### config.mk
export PLATFORM = sky130hd
export DESIGN_NAME = dma_page_guard
export DESIGN_NICKNAME = d
export VERILOG_FILES = /design/src/rtl/dpg_pkg.sv /design/src/rtl/dpg_dev_map.sv /design/src/rtl/dpg_perm_bits.sv /design/src/rtl/dpg_fault_rec.sv /design/src/rtl/dma_page_guard.sv
export SDC_FILE = /design/constraint.sdc
export NUM_CORES = 1
export LEC_CHECK = 0
export BUFFER_PORTS_ARGS = -buffer_cell sky130_fd_sc_hd__buf_2
export CELL_PAD_IN_SITES_DETAIL_PLACEMENT = 1
export CELL_PAD_IN_SITES_GLOBAL_PLACEMENT = 1
export CORE_UTILIZATION = 44
export CTS_BUF_LIST = sky130_fd_sc_hd__clkbuf_8 sky130_fd_sc_hd__clkbuf_16
export CTS_CLUSTER_SIZE = 40
export DETAILED_ROUTE_END_ITERATION = 6
export PLACE_DENSITY = 0.82
export SLEW_MARGIN = 5
export SYNTH_ARGS = -nofsm -noshare
export SYNTH_HDL_FRONTEND = slang
export SYNTH_SLANG_ARGS = --single-unit
### constraint.sdc
create_clock -name clk -period 5 [get_ports clk]
set_input_delay 1.5 -clock clk [delete_from_list [all_inputs] [get_ports clk]]
set_output_delay 1.5 -clock clk [all_outputs]
set_load 0.01 [all_outputs]
### src/rtl/dpg_pkg.sv
package dpg_pkg;
  typedef enum logic [1:0] {
    VERD_GRANT = 2'd0,
    VERD_UNBOUND = 2'd1,
    VERD_RANGE = 2'd2,
    VERD_DENY = 2'd3
  } verdict_e;
endpackage

### src/rtl/dpg_dev_map.sv
module dpg_dev_map #(
  parameter int NUM_DEVS = 8,
  parameter int DEV_W = 3,
  parameter int DOM_W = 2
) (
  input  logic             clk,
  input  logic             rst_n,
  input  logic             wr_en,
  input  logic [DEV_W-1:0] wr_dev,
  input  logic [DOM_W-1:0] wr_dom,
  input  logic             wr_bind,
  input  logic [DEV_W-1:0] rd_dev,
  output logic             rd_hit,
  output logic [DOM_W-1:0] rd_dom
);
  logic [NUM_DEVS-1:0]            bound;
  logic [NUM_DEVS-1:0][DOM_W-1:0] dom_of;

  for (genvar g = 0; g < NUM_DEVS; g++) begin : g_entry
    always_ff @(posedge clk) begin
      if (!rst_n) begin
        bound[g]  <= 1'b0;
        dom_of[g] <= '0;
      end else if (wr_en && (wr_dev == DEV_W'(g))) begin
        bound[g]  <= wr_bind;
        dom_of[g] <= wr_dom;
      end
    end
  end

  always_comb begin
    rd_hit = 1'b0;
    rd_dom = '0;
    if (32'(rd_dev) < NUM_DEVS) begin
      rd_hit = bound[rd_dev];
      rd_dom = dom_of[rd_dev];
    end
  end
endmodule

### src/rtl/dpg_perm_bits.sv
module dpg_perm_bits #(
  parameter int NUM_DOMAINS = 4,
  parameter int NUM_PAGES = 32,
  parameter int DOM_W = 2,
  parameter int PG_W = 5
) (
  input  logic             clk,
  input  logic             rst_n,
  input  logic             wr_en,
  input  logic [DOM_W-1:0] wr_dom,
  input  logic [PG_W-1:0]  wr_page,
  input  logic             wr_val,
  input  logic [DOM_W-1:0] rd_dom,
  input  logic [PG_W-1:0]  rd_page,
  output logic             rd_bit
);
  logic [NUM_DOMAINS-1:0][NUM_PAGES-1:0] vec;

  for (genvar d = 0; d < NUM_DOMAINS; d++) begin : g_dom
    always_ff @(posedge clk) begin
      if (!rst_n) begin
        vec[d] <= '0;
      end else if (wr_en && (wr_dom == DOM_W'(d)) && (32'(wr_page) < NUM_PAGES)) begin
        vec[d][wr_page] <= wr_val;
      end
    end
  end

  always_comb begin
    rd_bit = 1'b0;
    if ((32'(rd_dom) < NUM_DOMAINS) && (32'(rd_page) < NUM_PAGES))
      rd_bit = vec[rd_dom][rd_page];
  end
endmodule

### src/rtl/dpg_fault_rec.sv
module dpg_fault_rec #(
  parameter int DEV_W = 3,
  parameter int DOM_W = 2,
  parameter int ADDR_W = 32
) (
  input  logic              clk,
  input  logic              rst_n,
  input  logic              set,
  input  logic [DEV_W-1:0]  set_dev,
  input  logic [DOM_W-1:0]  set_dom,
  input  logic [ADDR_W-1:0] set_addr,
  input  logic              clr,
  output logic              flag,
  output logic [DEV_W-1:0]  rec_dev,
  output logic [DOM_W-1:0]  rec_dom,
  output logic [ADDR_W-1:0] rec_addr
);
  logic take;
  assign take = set && (!flag || clr);

  always_ff @(posedge clk) begin
    if (!rst_n) begin
      flag     <= 1'b0;
      rec_dev  <= '0;
      rec_dom  <= '0;
      rec_addr <= '0;
    end else begin
      if (take) begin
        flag     <= 1'b1;
        rec_dev  <= set_dev;
        rec_dom  <= set_dom;
        rec_addr <= set_addr;
      end else if (clr) begin
        flag <= 1'b0;
      end
    end
  end

  // record is sticky while not cleared
  a_r10_sticky: assert property (@(posedge clk) disable iff (!rst_n)
    flag && !clr |=> flag && $stable(rec_addr) && $stable(rec_dev));
  // clear without a new block drops the flag
  a_r10_clear: assert property (@(posedge clk) disable iff (!rst_n)
    clr && !set |=> !flag);
endmodule

### src/rtl/dma_page_guard.sv
module dma_page_guard #(
  parameter int NUM_DOMAINS = 4,
  parameter int NUM_PAGES = 32,
  parameter int NUM_DEVS = 8,
  parameter int ADDR_W = 32,
  parameter int PAGE_SHIFT = 12,
  parameter int DOM_W = (NUM_DOMAINS > 1) ? $clog2(NUM_DOMAINS) : 1,
  parameter int DEV_W = (NUM_DEVS > 1) ? $clog2(NUM_DEVS) : 1,
  parameter int PG_W = (NUM_PAGES > 1) ? $clog2(NUM_PAGES) : 1
) (
  input  logic              clk,
  input  logic              rst_n,
  input  logic              req_valid,
  output logic              req_ready,
  input  logic [DEV_W-1:0]  req_dev,
  input  logic [ADDR_W-1:0] req_addr,
  output logic              rsp_valid,
  input  logic              rsp_ready,
  output logic              rsp_allow,
  output logic [DEV_W-1:0]  rsp_dev,
  output logic [ADDR_W-1:0] rsp_addr,
  input  logic              bit_we,
  input  logic [DOM_W-1:0]  bit_dom,
  input  logic [PG_W-1:0]   bit_page,
  input  logic              bit_val,
  input  logic              map_we,
  input  logic [DEV_W-1:0]  map_dev,
  input  logic [DOM_W-1:0]  map_dom,
  input  logic              map_en,
  input  logic              fault_clr,
  output logic              fault,
  output logic [DEV_W-1:0]  fault_dev,
  output logic [DOM_W-1:0]  fault_dom,
  output logic [ADDR_W-1:0] fault_addr
);
  import dpg_pkg::*;

  localparam int UP_W = ADDR_W - PAGE_SHIFT;
  localparam logic [UP_W-1:0] PAGE_LIMIT = UP_W'(NUM_PAGES);

  logic             req_fire;
  logic [UP_W-1:0]  upage;
  logic             in_range;
  logic             map_hit;
  logic [DOM_W-1:0] map_dom_rd;
  logic             perm_bit;
  verdict_e         verdict;

  assign req_ready = !rsp_valid || rsp_ready;
  assign req_fire  = req_valid && req_ready;
  assign upage     = req_addr[ADDR_W-1:PAGE_SHIFT];
  assign in_range  = upage < PAGE_LIMIT;

  dpg_dev_map #(.NUM_DEVS(NUM_DEVS), .DEV_W(DEV_W), .DOM_W(DOM_W)) u_map (
    .clk(clk), .rst_n(rst_n),
    .wr_en(map_we), .wr_dev(map_dev), .wr_dom(map_dom), .wr_bind(map_en),
    .rd_dev(req_dev), .rd_hit(map_hit), .rd_dom(map_dom_rd)
  );

  dpg_perm_bits #(.NUM_DOMAINS(NUM_DOMAINS), .NUM_PAGES(NUM_PAGES),
                  .DOM_W(DOM_W), .PG_W(PG_W)) u_bits (
    .clk(clk), .rst_n(rst_n),
    .wr_en(bit_we), .wr_dom(bit_dom), .wr_page(bit_page), .wr_val(bit_val),
    .rd_dom(map_dom_rd), .rd_page(upage[PG_W-1:0]), .rd_bit(perm_bit)
  );

  always_comb begin
    if (!map_hit)       verdict = VERD_UNBOUND;
    else if (!in_range) verdict = VERD_RANGE;
    else if (!perm_bit) verdict = VERD_DENY;
    else                verdict = VERD_GRANT;
  end

  always_ff @(posedge clk) begin
    if (!rst_n) begin
      rsp_valid <= 1'b0;
      rsp_allow <= 1'b0;
      rsp_dev   <= '0;
      rsp_addr  <= '0;
    end else if (req_fire) begin
      rsp_valid <= 1'b1;
      rsp_allow <= (verdict == VERD_GRANT);
      rsp_dev   <= req_dev;
      rsp_addr  <= req_addr;
    end else if (rsp_ready) begin
      rsp_valid <= 1'b0;
    end
  end

  dpg_fault_rec #(.DEV_W(DEV_W), .DOM_W(DOM_W), .ADDR_W(ADDR_W)) u_fault (
    .clk(clk), .rst_n(rst_n),
    .set(req_fire && (verdict != VERD_GRANT)),
    .set_dev(req_dev), .set_dom(map_hit ? map_dom_rd : '0), .set_addr(req_addr),
    .clr(fault_clr),
    .flag(fault), .rec_dev(fault_dev), .rec_dom(fault_dom), .rec_addr(fault_addr)
  );

  // verdict held under back-pressure
  a_r2_hold: assert property (@(posedge clk) disable iff (!rst_n)
    rsp_valid && !rsp_ready |=> rsp_valid && $stable(rsp_allow) && $stable(rsp_addr) && $stable(rsp_dev));
  // one cycle from acceptance to verdict
  a_r3_latency: assert property (@(posedge clk) disable iff (!rst_n)
    req_fire |=> rsp_valid);
  // unbound device never allowed
  a_r6_unbound: assert property (@(posedge clk) disable iff (!rst_n)
    req_fire && !map_hit |=> !rsp_allow);
  // page beyond table never allowed
  a_r7_range: assert property (@(posedge clk) disable iff (!rst_n)
    req_fire && !in_range |=> !rsp_allow);
  // a block always leaves a fault raised
  a_r10_raise: assert property (@(posedge clk) disable iff (!rst_n)
    req_fire && (verdict != VERD_GRANT) |=> fault);
endmodule

==> results.py, run 1 <==
metrics = {
    "clock_tree": {
        "root_buffer": "clkbuf_16",
        "cts.repair.resized": 0,
        "postCtsSetupRepairBufs": 0,
        "cts_tree": "built",
        "clk_pin_slew_ns": 0.06,
        "clock_sinks": 227,
        "cts_buffers": 27,
        "htree_levels": 1,
        "cts.path.max_buffers": 3,
        "holdBufCountCts": 0,
        "insertion_delay_ns": 0.53,
    },
    "sta": {
        "relSlewSlack": 0.159,
        "hold_viol": 0,
        "setup_viol": 0,
        "tightest_slew_ns": 1.26,
        "hold_slack_ns": 0.456,
        "tns_ns": 0,
        "finalClockSkew_ns": 0.00872,
        "rsz0062_at_grt": "false",
        "finalCritPeriodShare": 0.897,
        "slew_viol_final": 0,
        "finalCriticalPeriod_ns": 4.49,
        "timing.fmax_mhz": 223,
        "fin_ws_ns": 0.513,
    },
    "critical_path": {
        "path_cells": "buf_2 -> mux2i_1 -> mux4_2 -> buf_4 -> mux4_1 -> nand3_1 -> nand4_1 -> a21oi_1 -> o311ai_1 -> a21oi_4 -> buf_12 -> mux2i_1",
        "path_class": "primary input to flop",
        "worstPathBufferInverterCount": 3,
        "cp_max_fo": 37,
        "worstPathRequired_ns": 5.44,
        "cp_slowest_cell": "mux4_1",
        "crit_path_max_incr_delay_ns": 0.58,
        "crit_top_cell": "mux2i_1",
        "ff2ff_setup_slack_ns": 1.42,
        "worst_ep_arrival_time_ns": 4.92,
        "r2r-start": "u_map.dom_of[11]$_SDFFE_PN0P_",
        "worst-r2r-cell-count": 12,
        "worstSetupEndpointType": "flop",
        "crit_family": "multiplexers",
        "start_kind": "primary input",
        "r2r-end": "u_fault.rec_addr[24]$_SDFFE_PN0P_",
    },
    "drt": {
        "ant_nets": 0,
        "avgViaCountPerCell": 5.94,
        "firstDrtPassIters": 5,
        "drc": 0,
        "via_count": 9844,
        "drt-total-wl_um": 34000,
        "drt_iter0_markers": 803,
        "post_drt_wl_per_cell_um": 20.6,
    },
    "global_routing": {
        "grt_max_degree": 103,
        "grt_pass1_vias": 10100,
        "grt_use_met1": 0.338,
        "grt_overflow_total": 0,
        "use_met3": 0.0386,
        "grt_pass1_wl_um": 54500,
        "antenna_found_initial": 1,
        "grtUsageMet2": 0.458,
        "grt-busiest-layer": "met2",
        "grt.total_usage": 0.263,
    },
    "hold_path": {
        "worstHoldPathCells": 2,
        "whs_endpoint": "u_fault.rec_addr[8]$_SDFFE_PN0P_",
        "worstHoldPathType": "flop to flop",
        "min_from": "u_fault.rec_addr[8]$_SDFFE_PN0P_",
    },
    "die": {
        "die_area_um2": 25400,
        "start_util": 0.449,
        "die_h_um": 160,
        "rows": 57,
        "dieWidth_um": 160,
        "io_pins": 132,
        "core-area_um2": 24300,
    },
    "yosys": {
        "syn_inst": 1253,
        "ys_ff_latch": 227,
        "async_flop_share": 0,
        "synth-edff-count": 0,
        "yosysWarnings": 0,
        "ys_seq_area_frac": 0.416,
        "synth_cell_type_count": 52,
        "avgSynthCellArea_um2": 8.71,
        "yosys_most_used_dff": "dfxtp_1",
        "synth_nets": 1309,
        "synth_area_um2": 10900,
    },
    "power_and_ir_drop": {
        "power_density_nw_per_um2": 340,
        "p_int_w": 0.00321,
        "p_comb_frac": 0.093,
        "ir_drop_mv": 0.191,
        "clockPowerShare": 0.467,
        "switching_share": 0.248,
        "p_sw_w": 0.00106,
        "finalPower_w": 0.00427,
        "p_leak_nw": 4.80,
        "pwr-share-seq": 0.440,
    },
    "layout": {
        "fin_nets": 1369,
        "multi_input_area_um2": 5810,
        "fin_area_um2": 12500,
        "fill_cells": 2838,
        "areaGrowthSynthToFinish_pct": 14.9,
        "mostFrequentLayoutCell": "nand2_1",
        "layout.area.seq_um2": 4540,
        "drive_above_1_share": 0.166,
        "layout_common_cells": "nand2_1, dfxtp_1, a21boi_0",
        "num_antenna_cells": 0,
    },
    "placement": {
        "gp_congestion": 0.806,
        "io_buffer_count": 131,
        "place_hpwl_um": 21100,
        "dpl_worst_slack_ns": 0.0249,
        "place_area_um2": 11600,
    },
    "outcome": {
        "status": "finished, final reports clean",
    },
    "flow_run": {
        "drv_cap": 0,
    },
}
-- layout make-up --
cell class                      instances  area share
Tap cell                              324      0.0323
Clock buffer                           37      0.0648
Clock inverter                         11     0.00828
Inverter                                6     0.00179
Multi-Input combinational cell        901       0.463
Sequential cell                       227       0.362
Timing Repair Buffer                  150      0.0673
-- synth_stat cells, types with 3 or more instances --
| library cell | n | area, um2 |
|---|---|---|
| a21oi_1 | 4 | 20.0 |
| nor2_1 | 26 | 97.6 |
| clkbuf_1 | 101 | 379 |
| nor4_1 | 4 | 25.0 |
| and3b_1 | 3 | 26.3 |
| nand2_1 | 285 | 1070 |
| o21ai_0 | 81 | 405 |
| nor2b_1 | 29 | 181 |
| mux2i_1 | 94 | 941 |
| nand4_1 | 75 | 469 |
| nor3b_1 | 3 | 22.5 |
| mux4_2 | 15 | 338 |
| a211oi_1 | 3 | 22.5 |
| buf_1 | 3 | 11.3 |
| buf_6 | 4 | 45.0 |
| buf_2 | 4 | 20.0 |
| nand4b_1 | 4 | 35.0 |
| dfxtp_1 | 227 | 4540 |
| buf_12 | 4 | 80.1 |
| inv_1 | 5 | 18.8 |
| nand2b_1 | 5 | 31.3 |
| nor3_1 | 6 | 30.0 |
| nand3_1 | 55 | 275 |
| or3b_2 | 3 | 26.3 |
| a21boi_0 | 164 | 1230 |
| mux4_1 | 11 | 289 |
-- state kept, by name, indices dropped and copies added (netlist names) --
name,count
u_map.bound,8
rsp_addr,32
u_fault.rec_dev,3
rsp_dev,3
u_fault.rec_dom,2
u_map.dom_of,16
rsp_valid,1
u_fault.flag,1
u_fault.rec_addr,32
u_bits.vec,128
rsp_allow,1
-- worst min-delay path, cell delays in order, from the launching register on --
cell and delay (ns):
dfxtp_1 0.31, nand2_1 0.05, mux2i_1 0.05
-- metrics by stage --
| stage | utilization | std cells |
|---|---|---|
| after floorplan | - | 1253 |
| after global placement | 0.478 | 1608 |
| after global routing | 0.516 | 1656 |
| after detailed placement | 0.478 | 1608 |
| after CTS | 0.516 | 1656 |
| final | 0.516 | 1656 |
-- worst max path at each step --
| stage | from | to | slack [ns] | cells past startpoint |
|---|---|---|---|---|
| detailed placement | req_dev[1] | u_fault.rec_addr[24]$_SDFFE_PN0P_ | 0.02 | 12 |
| global placement | req_dev[1] | u_fault.rec_addr[11]$_SDFFE_PN0P_ | 0.19 | 12 |
| CTS | req_dev[1] | u_fault.rec_addr[24]$_SDFFE_PN0P_ | 0.58 | 12 |
| global route | req_dev[1] | u_fault.rec_addr[24]$_SDFFE_PN0P_ | 0.32 | 12 |
| floorplan | req_dev[1] | u_fault.rec_dom[1]$_SDFFE_PN0P_ | 0.70 | 14 |
| finish | req_dev[1] | u_fault.rec_addr[24]$_SDFFE_PN0P_ | 0.51 | 12 |
-- cell families (layout without fill, tap and decap cells) --
family	count (synthesis)	count (layout)	share of synthesized area
flops	227	227	0.416
simple gates	510	510	0.217
buf+inv	125	204	0.0539
mux	124	124	0.148
compound gates	267	267	0.165
-- layer usage --
layer / share of wire / vias up
met2: 0.48 / 311
li1: - / 4532
met1: 0.44 / 4935
met4: 0.021 / 2
met5: 0.00038 / -
met3: 0.058 / 64
-- power groups by stage --
stage	registers (W)	clock network (W)	logic, W
2_1_floorplan	0.00193	0	0.000229
3_3_place_gp	0.00191	0	0.000383
3_5_place_dp	0.00192	0	0.000392
4_1_cts	0.00188	0.00202	0.000395
5_1_grt	0.00188	0.00210	0.000424
6_report	0.00188	0.00199	0.000398
Power figures use the tool's default switching activity.
==> run 2: changes to the inputs <==
--- a/config.mk
+++ b/config.mk
@@ -12,7 +12,7 @@
 export CTS_BUF_LIST = sky130_fd_sc_hd__clkbuf_8 sky130_fd_sc_hd__clkbuf_16
 export CTS_CLUSTER_SIZE = 40
 export DETAILED_ROUTE_END_ITERATION = 6
-export PLACE_DENSITY = 0.82
+export PLACE_DENSITY = 0.81
 export SLEW_MARGIN = 5
 export SYNTH_ARGS = -nofsm -noshare
 export SYNTH_HDL_FRONTEND = slang
==> results.py, run 2 (same netlist as run 1, synthesis figures left out) <==
metrics = {
    "drt": {
        "drt-total-wl_um": 33000,
        "drt_iter0_markers": 727,
        "avgViaCountPerCell": 5.83,
        "ant_nets": 0,
        "firstDrtPassIters": 5,
        "post_drt_wl_per_cell_um": 19.9,
        "drc": 0,
        "via_count": 9662,
    },
    "layout": {
        "largest_reg_flops": 128,
        "layout_common_cells": "nand2_1, dfxtp_1, a21boi_0",
        "num_antenna_cells": 0,
        "top_regs": "u_bits.vec (128), rsp_addr (32), u_fault.rec_addr (32)",
        "fin_nets": 1371,
        "drive_above_1_share": 0.166,
        "mostFrequentLayoutCell": "nand2_1",
        "areaGrowthSynthToFinish_pct": 14.7,
        "fin_util": 0.515,
        "fin_area_um2": 12500,
        "top_register": "u_bits.vec",
    },
    "global_routing": {
        "antenna_found_initial": 0,
        "grt_max_degree": 118,
        "grt_pass1_wl_um": 52900,
        "grt_pass1_vias": 9885,
        "grt_overflow_total": 0,
        "grt.total_usage": 0.255,
    },
    "power_and_ir_drop": {
        "finalPower_w": 0.00422,
        "p_leak_nw": 4.79,
        "power_density_nw_per_um2": 337,
        "pwr-share-seq": 0.445,
        "ir_drop_mv": 0.303,
        "switching_share": 0.249,
        "p_sw_w": 0.00105,
        "clockPowerShare": 0.461,
        "p_int_w": 0.00317,
        "p_comb_frac": 0.093,
    },
    "flow_run": {
        "drv_cap": 0,
    },
    "critical_path": {
        "worstPathBufferInverterCount": 4,
        "crit_family": "multiplexers",
        "cp_slowest_cell": "mux4_2",
        "ff2ff_setup_slack_ns": 1.46,
        "worstSetupEndpointType": "flop",
        "path_class": "primary input to flop",
        "path_cells": "buf_2 -> mux2i_1 -> mux4_2 -> buf_4 -> mux4_1 -> nand3_1 -> nand4_1 -> a21oi_1 -> o311ai_1 -> buf_4 -> a21oi_4 -> buf_12 -> mux2i_1",
        "start_kind": "primary input",
        "cp_max_fo": 37,
        "worst_ep_arrival_time_ns": 4.95,
        "worstPathRequired_ns": 5.44,
        "crit_path_max_incr_delay_ns": 0.65,
    },
    "clock_tree": {
        "cts_buffers": 26,
        "holdBufCountCts": 0,
        "cts.repair.resized": 0,
        "cts.path.max_buffers": 3,
        "cts_tree": "built",
        "root_buffer": "clkbuf_16",
        "insertion_delay_ns": 0.53,
        "clk_pin_slew_ns": 0.06,
        "htree_levels": 1,
        "clock_sinks": 227,
        "postCtsSetupRepairBufs": 0,
    },
    "die": {
        "io_pins": 132,
        "core-area_um2": 24300,
        "dieWidth_um": 160,
        "rows": 57,
        "die_h_um": 160,
        "die_area_um2": 25400,
        "start_util": 0.449,
    },
    "sta": {
        "fin_ws_ns": 0.486,
        "finalCriticalPeriod_ns": 4.51,
        "finalCritPeriodShare": 0.903,
        "tightest_slew_ns": 1.08,
        "rsz0062_at_grt": "false",
        "finalClockSkew_ns": 0.0115,
        "hold_viol": 0,
        "tns_ns": 0,
        "slew_viol_final": 0,
        "relSlewSlack": 0.273,
        "timing.fmax_mhz": 222,
        "setup_viol": 0,
    },
    "placement": {
        "io_buffer_count": 131,
        "place_hpwl_um": 20900,
        "dpl_worst_slack_ns": 0.0124,
        "gp_congestion": 0.799,
        "place_area_um2": 11600,
    },
    "outcome": {
        "status": "finished, final reports clean",
    },
    "hold_path": {
        "worstHoldPathType": "flop to flop",
    },
}
run 2: final cells by class:
| type | instances | area [um2] |
|---|---|---|
| clock buffers | 34 | 772 |
| inverters | 6 | 22.5 |
| multi-input cells | 901 | 5810 |
| clock inverters | 13 | 114 |
| repair buffers | 153 | 855 |
| fillers | 2861 | 11800 |
| well taps | 324 | 405 |
| flip-flops and latches | 227 | 4540 |
run 2: path summary, 6_finish.rpt:
| kind | startpoint | depth (start not counted) | end |
|---|---|---|---|
| worst max-delay path | req_dev[1] | 13 | u_fault.rec_addr[21]$_SDFFE_PN0P_ |
| worst min-delay path | u_fault.rec_addr[12]$_SDFFE_PN0P_ | 2 | u_fault.rec_addr[12]$_SDFFE_PN0P_ |
| worst max register to register | u_map.dom_of[13]$_SDFFE_PN0P_ | 12 | u_fault.rec_addr[21]$_SDFFE_PN0P_ |
| worst min register to register | u_fault.rec_addr[12]$_SDFFE_PN0P_ | 2 | u_fault.rec_addr[12]$_SDFFE_PN0P_ |
run 2: routing by layer:
metal	vias to the layer above	share of wire	global-route usage
met5	-	0	0
met4	0	0.020	0.0726
met3	52	0.049	0.0344
met2	259	0.48	0.432
met1	4818	0.45	0.338
li1	4533	-	-
run 2: power by group through the flow:
stage / clock network, W / logic [W] / registers (W)
floorplan: 0 / 0.000229 / 0.00193
global placement: 0 / 0.000381 / 0.00191
detailed placement: 0 / 0.000390 / 0.00192
CTS: 0.00198 / 0.000393 / 0.00188
global route: 0.00205 / 0.000422 / 0.00188
finish: 0.00194 / 0.000394 / 0.00188
run 2: worst register-to-register path, delay by kind of cell (launching register included):
kind	cells	cell delay (ns)
AO/OA/AOI/OAI	3	0.59
buffers and inverters	3	0.72
flip-flops	1	0.33
multiplexers	4	1.62
AND/OR/NAND/NOR	2	0.21
run 2: stage by stage:
step	instances	hold WS, ns
global placement	1611	0.439
global route	1658	0.467
detailed placement	1611	0.446
floorplan	1253	0.439
finish	1658	0.457
CTS	1658	0.460
==> run 3: changes to the inputs <==
==> constraint.sdc (replaced) <==
create_clock -name clk -period 5 [get_ports clk]
set_input_delay 0.75 -clock clk [delete_from_list [all_inputs] [get_ports clk]]
set_output_delay 0.75 -clock clk [all_outputs]
set_load 0.01 [all_outputs]
==> results.py, run 3 (same netlist as run 1, synthesis figures left out) <==
metrics = {
    "outcome": {
        "status": "finished, final reports clean",
    },
    "critical_path": {
        "crit_family": "multiplexers",
        "cp_max_fo": 37,
        "start_kind": "primary input",
        "r2r-start": "u_map.dom_of[3]$_SDFFE_PN0P_",
        "worstSetupEndpointType": "flop",
        "cp_slowest_cell": "mux4_2",
        "path_class": "primary input to flop",
        "path_cells": "buf_2 -> mux2i_1 -> mux4_2 -> inv_2 -> mux4_2 -> o221ai_1 -> a311oi_1 -> nor4_1 -> a21oi_4 -> buf_12 -> mux2i_1",
        "crit_path_max_incr_delay_ns": 0.76,
        "critPathLaunch": "req_dev[1]",
        "worstPathBufferInverterCount": 3,
        "worst_ep_arrival_time_ns": 4.39,
        "worstPathRequired_ns": 5.39,
    },
    "sta": {
        "hold_viol": 0,
        "tightest_slew_ns": 1.21,
        "timing.fmax_mhz": 250,
        "slew_viol_final": 0,
        "rsz0062_at_grt": "false",
        "relSlewSlack": 0.194,
        "finalCriticalPeriod_ns": 3.99,
        "finalClockSkew_ns": 0.00913,
        "finalCritPeriodShare": 0.799,
        "setup_viol": 0,
        "tns_ns": 0,
    },
    "hold_path": {
        "worstHoldPathType": "flop to flop",
        "min_from": "u_fault.rec_addr[4]$_SDFFE_PN0P_",
    },
    "global_routing": {
        "grt.total_usage": 0.262,
        "antenna_found_initial": 0,
        "grt_max_degree": 161,
        "grt_overflow_total": 0,
        "grt_pass1_wl_um": 54200,
        "grt_pass1_vias": 10200,
    },
    "drt": {
        "maxUsedRoutingLayer": "met4",
        "via_count": 9760,
        "post_drt_wl_per_cell_um": 20.4,
        "wirelength_met1_um": 14200,
        "avgViaCountPerCell": 5.92,
        "routed-wl-met2_um": 16300,
        "drt_iter0_markers": 627,
        "drc": 0,
        "firstDrtPassIters": 5,
        "wl_met3_um": 2260,
        "ant_nets": 0,
        "drt-total-wl_um": 33700,
    },
    "power_and_ir_drop": {
        "p_leak_nw": 4.75,
        "finalPower_w": 0.00415,
        "power_density_nw_per_um2": 334,
        "ir_drop_mv": 0.239,
    },
    "layout": {
        "top_regs": "u_bits.vec (128), rsp_addr (32), u_fault.rec_addr (32)",
        "fill_cells": 2858,
        "areaGrowthSynthToFinish_pct": 13.7,
        "layout_common_cells": "nand2_1, dfxtp_1, a21boi_0",
        "drive_above_1_share": 0.157,
        "top_register": "u_bits.vec",
        "mostFrequentLayoutCell": "nand2_1",
        "fin_nets": 1364,
        "final_cells": 1649,
        "num_antenna_cells": 0,
        "largest_reg_flops": 128,
    },
    "placement": {
        "io_buffer_count": 131,
        "gp_congestion": 0.784,
        "place_hpwl_um": 20900,
        "dp_cells": 1605,
    },
    "clock_tree": {
        "htree_levels": 1,
        "cts.path.max_buffers": 3,
        "holdBufCountCts": 0,
        "clock_sinks": 227,
        "cts_buffers": 25,
        "insertion_delay_ns": 0.52,
        "cts.repair.resized": 0,
        "postCtsSetupRepairBufs": 0,
        "clk_pin_slew_ns": 0.06,
        "root_buffer": "clkbuf_16",
        "cts_tree": "built",
    },
    "die": {
        "die_h_um": 160,
        "die_area_um2": 25400,
        "io_pins": 132,
        "start_util": 0.449,
        "rows": 57,
        "dieWidth_um": 160,
        "core-area_um2": 24300,
    },
    "flow_run": {
        "drv_cap": 0,
    },
}
[run 3: changes by cell type in the layout (fill, tap and decap cells not counted), sizes merged]
| cell | previous run | this run |
|---|---|---|
| buf | 153 | 147 |
| bufinv | 2 | 3 |
| clkbuf | 34 | 30 |
| clkinv | 4 | 2 |
| clkinvlp | 2 | 0 |
| inv | 11 | 15 |
[run 3: worst paths after layout]
| check | slack [ns] | to | depth (start not counted) |
|---|---|---|---|
| worst max-delay path | 1.01 | u_fault.rec_addr[5]$_SDFFE_PN0P_ | 11 |
| worst min-delay path | 0.46 | u_fault.rec_addr[4]$_SDFFE_PN0P_ | 2 |
| worst max register to register | 1.15 | u_fault.rec_addr[5]$_SDFFE_PN0P_ | 10 |
| worst min register to register | 0.46 | u_fault.rec_addr[4]$_SDFFE_PN0P_ | 2 |
[run 3: stage by stage]
step	setup slack [ns]	utilization	instance area, um2	hold WS, ns
floorplan	1.45	-	10900	0.439
global placement	0.650	0.477	11600	0.438
detailed placement	0.570	0.477	11600	0.444
CTS	1.07	0.511	12400	0.461
global route	0.903	0.511	12400	0.471
finish	1.01	0.511	12400	0.457
[run 3: tightest hold or removal path, delay by kind of cell, from the launching register on]
| kind | cells | cell delay (ns) |
|---|---|---|
| flops | 1 | 0.31 |
| simple gates | 1 | 0.05 |
| mux | 1 | 0.05 |
[run 3: power by group]
part	total (W)	switching [W]	internal, W
sequential	0.00188	0.0000223	0.00185
combinational	0.000394	0.000262	0.000132
clock	0.00188	0.000749	0.00113
[run 3: cell type report]
type / instances / area (um2) / share of cell area
Timing Repair Buffer: 147 / 810 / 0.0652
Clock buffer: 30 / 694 / 0.0559
Clock inverter: 14 / 134 / 0.0108
Inverter: 6 / 22.5 / 0.00181
Sequential cell: 227 / 4540 / 0.366
Tap cell: 324 / 405 / 0.0326
Multi-Input combinational cell: 901 / 5810 / 0.468
[run 3: layer usage]
| metal | GRT usage | vias up |
|---|---|---|
| met1 | 0.333 | 4819 |
| met4 | 0.0913 | 0 |
| met3 | 0.0430 | 77 |
| met5 | 0 | - |
| li1 | - | 4517 |
| met2 | 0.449 | 347 |
